[config.mk]
export PLATFORM = sky130hd
export DESIGN_NAME = sar_seq
export DESIGN_NICKNAME = d
export VERILOG_FILES = /design/src/rtl/sar_seq_pkg.sv /design/src/rtl/sar_seq_ctrl.sv /design/src/rtl/sar_seq_sar.sv /design/src/rtl/sar_seq.sv
export SDC_FILE = /design/constraint.sdc
export NUM_CORES = 1
export LEC_CHECK = 0
export ABC_CLOCK_PERIOD_IN_PS = 3900
export BUFFER_PORTS_ARGS = -buffer_cell sky130_fd_sc_hd__buf_4
export CAP_MARGIN = 20
export CORE_MARGIN = 2
export CORE_UTILIZATION = 25
export DETAILED_ROUTE_END_ITERATION = 10
export SLEW_MARGIN = 30
export SYNTH_ARGS = -nofsm -noshare
export SYNTH_HDL_FRONTEND = slang
export SYNTH_SLANG_ARGS = --single-unit
[constraint.sdc]
create_clock -name clk -period 3.9 [get_ports clk]
set_input_delay 0.78 -clock clk [delete_from_list [all_inputs] [get_ports clk]]
set_output_delay 0.78 -clock clk [all_outputs]
set_load 0.01 [all_outputs]
[src/rtl/sar_seq_pkg.sv]
// Package: shared state type and acquisition length decode for the
// successive-approximation sequencer. Assumes lengths fit ACQ_CNT_W bits.
package sar_seq_pkg;

    localparam int ACQ_CNT_W = 5;

    typedef enum logic [1:0] {
        ST_TRACK,
        ST_ACQ,
        ST_CONV,
        ST_RECOV
    } seq_state_t;

    // Map the 3-bit acquisition select to a number of conversion periods.
    function automatic logic [ACQ_CNT_W-1:0] acq_tads(input logic [2:0] sel);
        logic [ACQ_CNT_W-1:0] n;
        case (sel)
            3'd0:    n = 5'd0;
            3'd1:    n = 5'd2;
            3'd2:    n = 5'd4;
            3'd3:    n = 5'd6;
            3'd4:    n = 5'd8;
            3'd5:    n = 5'd12;
            3'd6:    n = 5'd16;
            default: n = 5'd20;
        endcase
        return n;
    endfunction

endpackage

[src/rtl/sar_seq_ctrl.sv]
// Sequencer state machine. Owns the start/busy bit, acquisition and
// recovery counters and the conversion step count. All progress happens on
// cycles with tad_tick high; an abort takes effect in any cycle.
// Assumes RECOV_TADS >= 1 and fits the shared counter width.
module sar_seq_ctrl
    import sar_seq_pkg::*;
#(
    parameter int RES_W      = 10,
    parameter int RECOV_TADS = 2
) (
    input  logic       clk,
    input  logic       rst_n,
    input  logic       tad_tick,
    input  logic       start_set,
    input  logic       start_clr,
    input  logic [2:0] acq_sel,
    input  logic       cont_en,
    output logic       busy,
    output logic       in_conv,
    output logic       conv_load,
    output logic       conv_step,
    output logic       conv_done,
    output logic       conv_abort
);

    localparam int STEP_W = $clog2(RES_W + 1);
    localparam logic [STEP_W-1:0]    LAST_STEP = STEP_W'(RES_W);
    localparam logic [ACQ_CNT_W-1:0] RECOV_N   = ACQ_CNT_W'(RECOV_TADS);
    localparam logic [ACQ_CNT_W-1:0] ONE       = ACQ_CNT_W'(1);

    seq_state_t           state;
    logic [ACQ_CNT_W-1:0] cnt;
    logic [STEP_W-1:0]    step;
    logic                 go;
    logic [ACQ_CNT_W-1:0] acq_len;
    logic                 recov_end;
    logic                 launch;

    // Decode the launch and conversion event strobes.
    always_comb begin
        acq_len    = acq_tads(acq_sel);
        recov_end  = (state == ST_RECOV) && (cnt == ONE);
        launch     = tad_tick && go && !start_clr &&
                     ((state == ST_TRACK) || recov_end);
        conv_load  = (launch && (acq_len == '0)) ||
                     ((state == ST_ACQ) && tad_tick && !start_clr && (cnt == ONE));
        conv_abort = (state == ST_CONV) && start_clr;
        conv_done  = (state == ST_CONV) && !start_clr && tad_tick && (step == LAST_STEP);
        conv_step  = (state == ST_CONV) && !start_clr && tad_tick && (step != LAST_STEP);
    end

    assign busy    = go;
    assign in_conv = (state == ST_CONV);

    // Start/busy bit: clear beats set, completion drops it unless continuous.
    always_ff @(posedge clk) begin
        if (!rst_n)                    go <= 1'b0;
        else if (start_clr)            go <= 1'b0;
        else if (start_set)            go <= 1'b1;
        else if (conv_done && !cont_en) go <= 1'b0;
    end

    // Phase sequencing with acquisition, step and recovery counting.
    always_ff @(posedge clk) begin
        if (!rst_n) begin
            state <= ST_TRACK;
            cnt   <= '0;
            step  <= '0;
        end else begin
            case (state)
                ST_TRACK, ST_RECOV: begin
                    if (launch) begin
                        step <= '0;
                        if (acq_len == '0) begin
                            state <= ST_CONV;
                        end else begin
                            state <= ST_ACQ;
                            cnt   <= acq_len;
                        end
                    end else if ((state == ST_RECOV) && tad_tick) begin
                        if (cnt == ONE) state <= ST_TRACK;
                        else            cnt   <= cnt - ONE;
                    end
                end
                ST_ACQ: begin
                    if (start_clr) begin
                        state <= ST_TRACK;
                    end else if (tad_tick) begin
                        if (cnt == ONE) begin
                            state <= ST_CONV;
                            step  <= '0;
                        end else begin
                            cnt <= cnt - ONE;
                        end
                    end
                end
                default: begin
                    if (conv_abort || conv_done) begin
                        state <= ST_RECOV;
                        cnt   <= RECOV_N;
                    end else if (conv_step) begin
                        step <= step + 1'b1;
                    end
                end
            endcase
        end
    end

    assert_step_bound_R3: assert property (@(posedge clk) disable iff (!rst_n)
        in_conv |-> (step <= LAST_STEP));

    assert_abort_clears_busy_R7: assert property (@(posedge clk) disable iff (!rst_n)
        start_clr |=> !busy);

    assert_recov_entry_R8: assert property (@(posedge clk) disable iff (!rst_n)
        (conv_done || conv_abort) |=> ((state == ST_RECOV) && (cnt == RECOV_N)));

    assert_no_early_restart_R8: assert property (@(posedge clk) disable iff (!rst_n)
        ((state == ST_RECOV) && (cnt != ONE)) |=> !in_conv);

endmodule

[src/rtl/sar_seq_sar.sv]
// Successive-approximation register: keeps the resolved bits and the current
// trial mask, and forms the DAC trial code. Assumes conv_step is only
// asserted while in_conv is high.
module sar_seq_sar #(
    parameter int RES_W = 10
) (
    input  logic             clk,
    input  logic             rst_n,
    input  logic             in_conv,
    input  logic             conv_load,
    input  logic             conv_step,
    input  logic             cmp_below,
    output logic [RES_W-1:0] dac_code,
    output logic [RES_W-1:0] partial
);

    localparam logic [RES_W-1:0] MSB_MASK = {1'b1, {(RES_W-1){1'b0}}};

    logic [RES_W-1:0] resolved;
    logic [RES_W-1:0] mask;

    // Load the MSB trial at start; decide one bit per step, shift the trial down.
    always_ff @(posedge clk) begin
        if (!rst_n) begin
            resolved <= '0;
            mask     <= '0;
        end else if (conv_load) begin
            resolved <= '0;
            mask     <= MSB_MASK;
        end else if (conv_step) begin
            if (!cmp_below) resolved <= resolved | mask;
            mask <= mask >> 1;
        end
    end

    // Trial code is visible only during conversion.
    always_comb begin
        dac_code = in_conv ? (resolved | mask) : '0;
        partial  = resolved;
    end

    assert_trial_msb_R4: assert property (@(posedge clk) disable iff (!rst_n)
        conv_load |=> (dac_code == MSB_MASK));

    assert_resolved_monotone_R4: assert property (@(posedge clk) disable iff (!rst_n)
        conv_step |=> (($past(partial) & ~partial) == '0));

endmodule

[src/rtl/sar_seq.sv]
// Top of the conversion sequencer: joins the state machine and the
// approximation register and holds the result register and the sticky done
// flag. The analog comparator, DAC and hold capacitor sit outside.
module sar_seq #(
    parameter int RES_W      = 10,
    parameter int RECOV_TADS = 2
) (
    input  logic             clk,
    input  logic             rst_n,
    input  logic             tad_tick,
    input  logic             start_set,
    input  logic             start_clr,
    input  logic [2:0]       acq_sel,
    input  logic             cont_en,
    input  logic             flag_clr,
    input  logic             cmp_below,
    output logic             busy,
    output logic             sample_on,
    output logic [RES_W-1:0] dac_code,
    output logic [RES_W-1:0] result,
    output logic             done_flag
);

    logic             in_conv;
    logic             conv_load;
    logic             conv_step;
    logic             conv_done;
    logic             conv_abort;
    logic [RES_W-1:0] partial_code;

    sar_seq_ctrl #(.RES_W(RES_W), .RECOV_TADS(RECOV_TADS)) u_ctrl (
        .clk        (clk),
        .rst_n      (rst_n),
        .tad_tick   (tad_tick),
        .start_set  (start_set),
        .start_clr  (start_clr),
        .acq_sel    (acq_sel),
        .cont_en    (cont_en),
        .busy       (busy),
        .in_conv    (in_conv),
        .conv_load  (conv_load),
        .conv_step  (conv_step),
        .conv_done  (conv_done),
        .conv_abort (conv_abort)
    );

    sar_seq_sar #(.RES_W(RES_W)) u_sar (
        .clk       (clk),
        .rst_n     (rst_n),
        .in_conv   (in_conv),
        .conv_load (conv_load),
        .conv_step (conv_step),
        .cmp_below (cmp_below),
        .dac_code  (dac_code),
        .partial   (partial_code)
    );

    assign sample_on = !in_conv;

    // Result register: loaded on completion or with the partial code on abort.
    always_ff @(posedge clk) begin
        if (!rst_n)                       result <= '0;
        else if (conv_done || conv_abort) result <= partial_code;
    end

    // Sticky done flag: completion wins over a software clear.
    always_ff @(posedge clk) begin
        if (!rst_n)         done_flag <= 1'b0;
        else if (conv_done) done_flag <= 1'b1;
        else if (flag_clr)  done_flag <= 1'b0;
    end

    assert_result_on_done_R5: assert property (@(posedge clk) disable iff (!rst_n)
        conv_done |=> (done_flag && (result == $past(partial_code))));

    assert_abort_keeps_flag_R7: assert property (@(posedge clk) disable iff (!rst_n)
        (conv_abort && !flag_clr) |=> (done_flag == $past(done_flag)));

    assert_flag_sticky_R6: assert property (@(posedge clk) disable iff (!rst_n)
        (done_flag && !flag_clr) |=> done_flag);

endmodule

Word level (Yosys, flattened, before mapping)

Index checks and enable logic that the tools add are counted.

Flip-flop bits (word level): 43
Output and inout bits: 23
Logic and storage cells: 104
Bits of input ports: 11

Bitwise operators: 3
Equality and inequality tests: 22
Muxes and demuxes: 32
Reductions and logical operators: 36
Add/subtract/negate cells: 2

Operator list:

| cell                                                                    | number |
|---|---|
| 5-bit 2-to-1 mux                                                        | 7 |
| 5-bit case mux with 7 select lines                                      | 1 |
| 10-bit 2-to-1 mux                                                       | 3 |
| 4-bit 2-to-1 mux                                                        | 6 |
| 2-bit 2-to-1 mux                                                        | 8 |
| 1-bit logical AND                                                       | 15 |
| 10-bit bitwise OR                                                       | 1 |
| 5-bit case mux with 2 select lines                                      | 1 |
| 5-bit AND reduction                                                     | 2 |
| 3-bit == test, second input constant                                    | 3 |
| 3-bit by 1-bit inequality test with 1-bit output, second input constant | 3 |
| 3-bit inequality test, second input constant                            | 3 |
| 4-bit case mux with 2 select lines                                      | 1 |
| 3-bit by 2-bit == test with 1-bit output, second input constant         | 2 |
| 2-bit inequality test, second input constant                            | 3 |
| 6-bit AND reduction                                                     | 1 |
| 2-bit nonzero test                                                      | 3 |
| 3-bit nonzero test                                                      | 2 |
| 2-bit OR reduction                                                      | 3 |
| 5-bit by 1-bit == test with 1-bit output, second input constant         | 1 |
| 5-bit logical NOT                                                       | 1 |
| 5-bit by 1-bit subtractor with 5-bit output, second input constant      | 1 |
| 4-bit by 1-bit adder with 4-bit output, second input constant           | 1 |
| 2-bit == test, second input constant                                    | 2 |
| 13 further kinds                                                        | 21 |

Logic depth before layout (Yosys ltp)

Word-level depth: 7
Gate-level depth with buffers: 8
Mapped depth without buffers: 7

Hierarchy

Synthesis repeated with hierarchy kept, for this count alone.

Cell total of the unflattened synthesis: 262
Area, all modules: 2268.4 sq um

By module, submodules not included:

| module       | sequential area each (sq um) | instances | area each (sq um) | cells each |
|---|---|---|---|---|
| sar_seq_ctrl | 240.2                        | 1         | 996.0             | 126 |
| sar_seq_sar  | 400.4                        | 1         | 835.8             | 86 |
| sar_seq      | 220.2                        | 1         | 436.7             | 50 |

Worst setup path after synthesis

Ideal clock, no wire load.

Kind: input to register
Start point: in start_clr
End point: reg u_ctrl.step[3]
Library setup time: 0.072 ns
Arrival: 2.145 ns
Slack: 1.683 ns
Stages on the path: 6
Required time: 3.828 ns
Path buffers: 1
Cell sequence: clkbuf_2 nand3b_2 o21ai_0 nand4b_4 or4_1 a21oi_1

Cells in the longest elaborated chain, start to end: 7
Elaborated cells on any way between the ends: 14
Classes of those cells: eq/ne: 3; reduce/logical: 11

Ends and longest elaborated chain:

| element                                                           | line                                                       | RTL |
|---|---|---|
| start, declared                                                   | sar_seq.sv:12                                              | `input logic start_clr,` |
| 1-bit logical NOT                                                 | sar_seq_ctrl.sv:43, sar_seq_ctrl.sv:48, sar_seq_ctrl.sv:49 |  |
| 1-bit logical AND (2 in a row)                                    | sar_seq_ctrl.sv:48, sar_seq_ctrl.sv:49                     |  |
| 1-bit logical AND                                                 | sar_seq_ctrl.sv:48                                         | `conv_done = (state == ST_CONV) && !start_clr && tad_tick && (step == LAST_STEP);` |
| 1-bit logical OR                                                  | sar_seq_ctrl.sv:98                                         | `if (conv_abort \|\| conv_done) begin` |
| 3-bit by 1-bit inequality test with 1-bit output (no source line) | --                                                         |  |
| 6-bit AND reduction (no source line) *                            | --                                                         |  |
| end signal, assigned                                              | sar_seq_ctrl.sv:102                                        | `step <= step + 1'b1;` |
| end, declared                                                     | sar_seq_ctrl.sv:33                                         | `logic [STEP_W-1:0] step;` |

Mark *: on every way between the ends. The rest lies on a longest branch, timed or not.
A chain may end at the register's enable or synchronous reset.

Final worst setup path

Start point: reg u_ctrl.state[0]
End point: out dac_code[3]

Cells in the longest elaborated chain, start to end: 2

Ends and longest elaborated chain:

| element                | line               | RTL |
|---|---|---|
| start, declared        | sar_seq_ctrl.sv:31 | `seq_state_t state;` |
| start signal, assigned | sar_seq_ctrl.sv:66 | `state <= ST_TRACK;` |
| start signal, assigned | sar_seq_ctrl.sv:75 | `state <= ST_CONV;` |
| start signal, assigned | sar_seq_ctrl.sv:77 | `state <= ST_ACQ;` |
| 2-bit == test          | sar_seq_ctrl.sv:53 | `assign in_conv = (state == ST_CONV);` |
| 10-bit 2-to-1 mux      | sar_seq_sar.sv:38  | `dac_code = in_conv ? (resolved \| mask) : '0;` |
| end, declared          | sar_seq.sv:19      | `output logic [RES_W-1:0] dac_code,` |

Every way passes these cells.

==> reports/qor.yml <==
status:
  status: "finished clean"
setup_path:
  crit_end: "dac_code[3]"
  crit_type: "flip-flop to output pin"
  cp-end-kind: "output pin"
  required_ns: 3.12
  cpMostUsedCell: "inv_1"
  reg2reg_slack_ns: 1.61
  critPathLaunchType: "flip-flop"
  crit_path_max_fanout: 11
  critPathMaxStageDelay_ns: 0.40
  rr_startpoint: "u_ctrl.cnt[1]$_SDFFE_PN0P_"
  r2r_end: "u_ctrl.step[3]$_SDFFE_PN0P_"
  slowest_stage: "dfxtp_1"
  reg2reg_depth: 7
  path_cells: "inv_1 -> ha_1 -> inv_1 -> nor2_1 -> buf_4"
  worst_ep_arrival_time_ns: 1.71
  crit_start: "u_ctrl.state[0]$_SDFFE_PN0P_"
route:
  wl_met3_microns: 225
  firstDrtPassIters: 4
  wl_per_cell_microns: 13.6
  drtIter0Drc: 82
  vias_per_cell: 4.82
  ant_nets: 0
  top_layer_used: "met4"
  m1WireLength_microns: 2610
  drc: 0
  vias: 1910
  wl_met2_microns: 2550
  finalWirelength_microns: 5400
synth:
  syn-cell-area_sq_mm: 0.00221
  syn_inst: 254
  synth_seq_cells: 43
  ys_top_cells_by_area: "dfxtp_1, nor2_1, mux2i_1"
  synth_top_cell_by_area: "dfxtp_1"
  synth_seq_area_share_pct: 38.9
  synth_flop_cell: "dfxtp_1"
  synth_top_area_share_pct: 38.9
  synthesis.nets: 274
  avgSynthCellArea_sq_um: 8.72
  synth-edff-count: 0
  synth_cell_type_count: 58
  yosys_warnings: 0
  async_reset_ff_share_pct: 0
power:
  power_density_mw_per_mm2: 302
  p_leak_nw: 1.07
  ir_drop_mv: 0.171
cells_and_area:
  design_area_sq_mm: 0.00266
  regArea_sq_um: 861
  area_delta_synth_final_pct: 20.3
  multi_input_area_sq_mm: 0.00125
  nFillCells: 950
  final_nets: 307
  drive_above_1_share_pct: 20.5
  diodes: 0
  final_util_pct: 30.8
floorplanning:
  die_area_sq_mm: 0.00963
  coreArea_sq_mm: 0.00864
  fp-row-count: 34
  die_h_microns: 98.1
  die_w_microns: 98.1
  boundaryPins: 34
  start_util_pct: 25.6
place:
  numPortBuffers: 33
  gp_congestion: 0.855
  placed_area_sq_mm: 0.00256
  hpwl_microns: 3900
  place_ws_ns: 1.35
clock_tree:
  clk_pin_slew_ns: 0.09
  clock_sinks: 43
  clkLatencyLatePin_ns: 0.30
  hold_buffers: 0
  cts_setup_buffers: 0
  numCtsBuffers: 5
  cts_root_buf: "clkbuf_8"
  ctsHtreeMaxLevel: 2
  ctsResizeCount: 0
  cts_tree: "built"
  clock_path_buffers: 2
timing:
  slew_viol_final: 0
  fmax_mhz: 401
  fin_hold_ws_ns: 0.500
  worstMarginPinSlew_ns: 0.786
  fin_crit_sh_pct: 64.0
  worst_slack_ns: 1.41
  finalHoldViolations: 0
  finalSetupViolCount: 0
  rsz0062_at_grt: "no"
  fin_crit_ns: 2.49
  max-slew-margin-rel_pct: 47.5
  fin_setup_tns_ns: 0
  clock_skew_ns: 0.00639
global_route:
  grt_pass1_vias: 1860
  grt_pass1_wl_microns: 9000
  grt_overflow: 0
  grt_usage_pct: 11.2
  antenna_found_initial: 0
  grt_max_degree: 20
worst_hold_path:
  holdCritPathClass: "flip-flop to flip-flop"
run:
  max-cap-violations: 0
[state kept, by name, summed over array words and instances, names as in the netlist]
name / flops
u_ctrl.busy: 1
u_ctrl.step: 4
done_flag: 1
u_ctrl.cnt: 5
u_sar.partial: 10
result: 10
u_sar.mask: 10
u_ctrl.state: 2
[synthesized netlist by cell type (2+ instances only)]
| cell | count |
|---|---|
| or3_1 | 2 |
| nand2_1 | 9 |
| o21ai_0 | 4 |
| nor4_1 | 2 |
| o2111ai_1 | 2 |
| dfxtp_1 | 43 |
| o22a_1 | 2 |
| clkbuf_1 | 5 |
| nor2_1 | 59 |
| nor3_1 | 7 |
| inv_1 | 13 |
| a21oi_1 | 19 |
| o21a_1 | 2 |
| and2_1 | 3 |
| nand3_1 | 2 |
| ha_1 | 9 |
| nand2b_1 | 3 |
| o22ai_1 | 4 |
| or4_1 | 2 |
| and3b_1 | 2 |
| mux2i_1 | 22 |
| clkbuf_2 | 2 |
[worst min path at each step]
stage | cells after the start | to | start
2_1_floorplan | 2 | u_sar.partial[2]$_SDFFE_PP0P_ | u_sar.partial[2]$_SDFFE_PP0P_
3_3_place_gp | 2 | u_sar.partial[6]$_SDFFE_PP0P_ | u_sar.partial[6]$_SDFFE_PP0P_
3_5_place_dp | 2 | done_flag$_SDFFE_PN0P_ | done_flag$_SDFFE_PN0P_
4_1_cts | 2 | done_flag$_SDFFE_PN0P_ | done_flag$_SDFFE_PN0P_
5_1_grt | 2 | done_flag$_SDFFE_PN0P_ | done_flag$_SDFFE_PN0P_
6_report | 2 | done_flag$_SDFFE_PN0P_ | done_flag$_SDFFE_PN0P_
[report_power, final]
group	total [mW]	leakage (nW)	switching, mW	internal, mW
sequential	0.444	0.347	0.00336	0.441
clock	0.308	0.0474	0.164	0.145
combinational	0.0519	0.678	0.0278	0.0240
[per-stage QoR]
stage          total power [mW]  instances
2_1_floorplan             0.489        254
3_3_place_gp              0.506        388
3_5_place_dp              0.507        388
4_1_cts                   0.815        396
5_1_grt                   0.835        396
6_report                  0.804        396
[layer usage]
layer / track usage, % / up-vias
met5: 0 / -
met4: 2.24 / 0
met3: 2.36 / 2
met2: 18.9 / 36
met1: 15.0 / 910
li1: - / 962
[placed cells by master, fill, tap and decap left out, types with 2 or more instances in the layout]
| cell type | synthesis | routed |
|---|---|---|
| o22a_1 | 2 | 2 |
| o22ai_1 | 4 | 4 |
| o21ai_0 | 4 | 3 |
| nor2_1 | 59 | 59 |
| dfxtp_1 | 43 | 43 |
| a21oi_1 | 19 | 19 |
| clkbuf_8 | 1 | 6 |
| nor4_1 | 2 | 2 |
| or4_1 | 2 | 2 |
| nand2b_1 | 3 | 3 |
| buf_4 | 0 | 35 |
| inv_1 | 13 | 13 |
| or3_1 | 2 | 2 |
| and3b_1 | 2 | 2 |
| and2_1 | 3 | 3 |
| nand2_1 | 9 | 9 |
| o2111ai_1 | 2 | 2 |
| nand3_1 | 2 | 2 |
| o21a_1 | 2 | 2 |
| mux2i_1 | 22 | 22 |
| ha_1 | 9 | 9 |
| nor3_1 | 7 | 7 |
[worst max-delay path, delay by kind of cell, from the launching register on]
kind	cells	cell delay (ns)
adders and majority gates	1	0.28
buffers and inverters	3	0.59
DFF	1	0.40
and+or+nand+nor	1	0.13
[layout make-up]
type	count	area share, %
tap	108	5.07
inverter	14	1.97
clock inverter	2	0.611
sequential	43	32.3
clock buffer	6	3.10
multi-input combinational	188	47.1
timing repair buffer	35	9.86
[cells by family after synthesis]
family	Yosys count	share of synthesized area, %
and+or+nand+nor	107	25.5
AOI/OAI and AO/OA	49	15.7
DFF	43	38.9
buffers and inverters	23	4.52
muxes	22	9.94
adders and majority gates	9	5.08
xor gates and xnor gates	1	0.396
No activity file was read; power rests on OpenSTA's default activity.
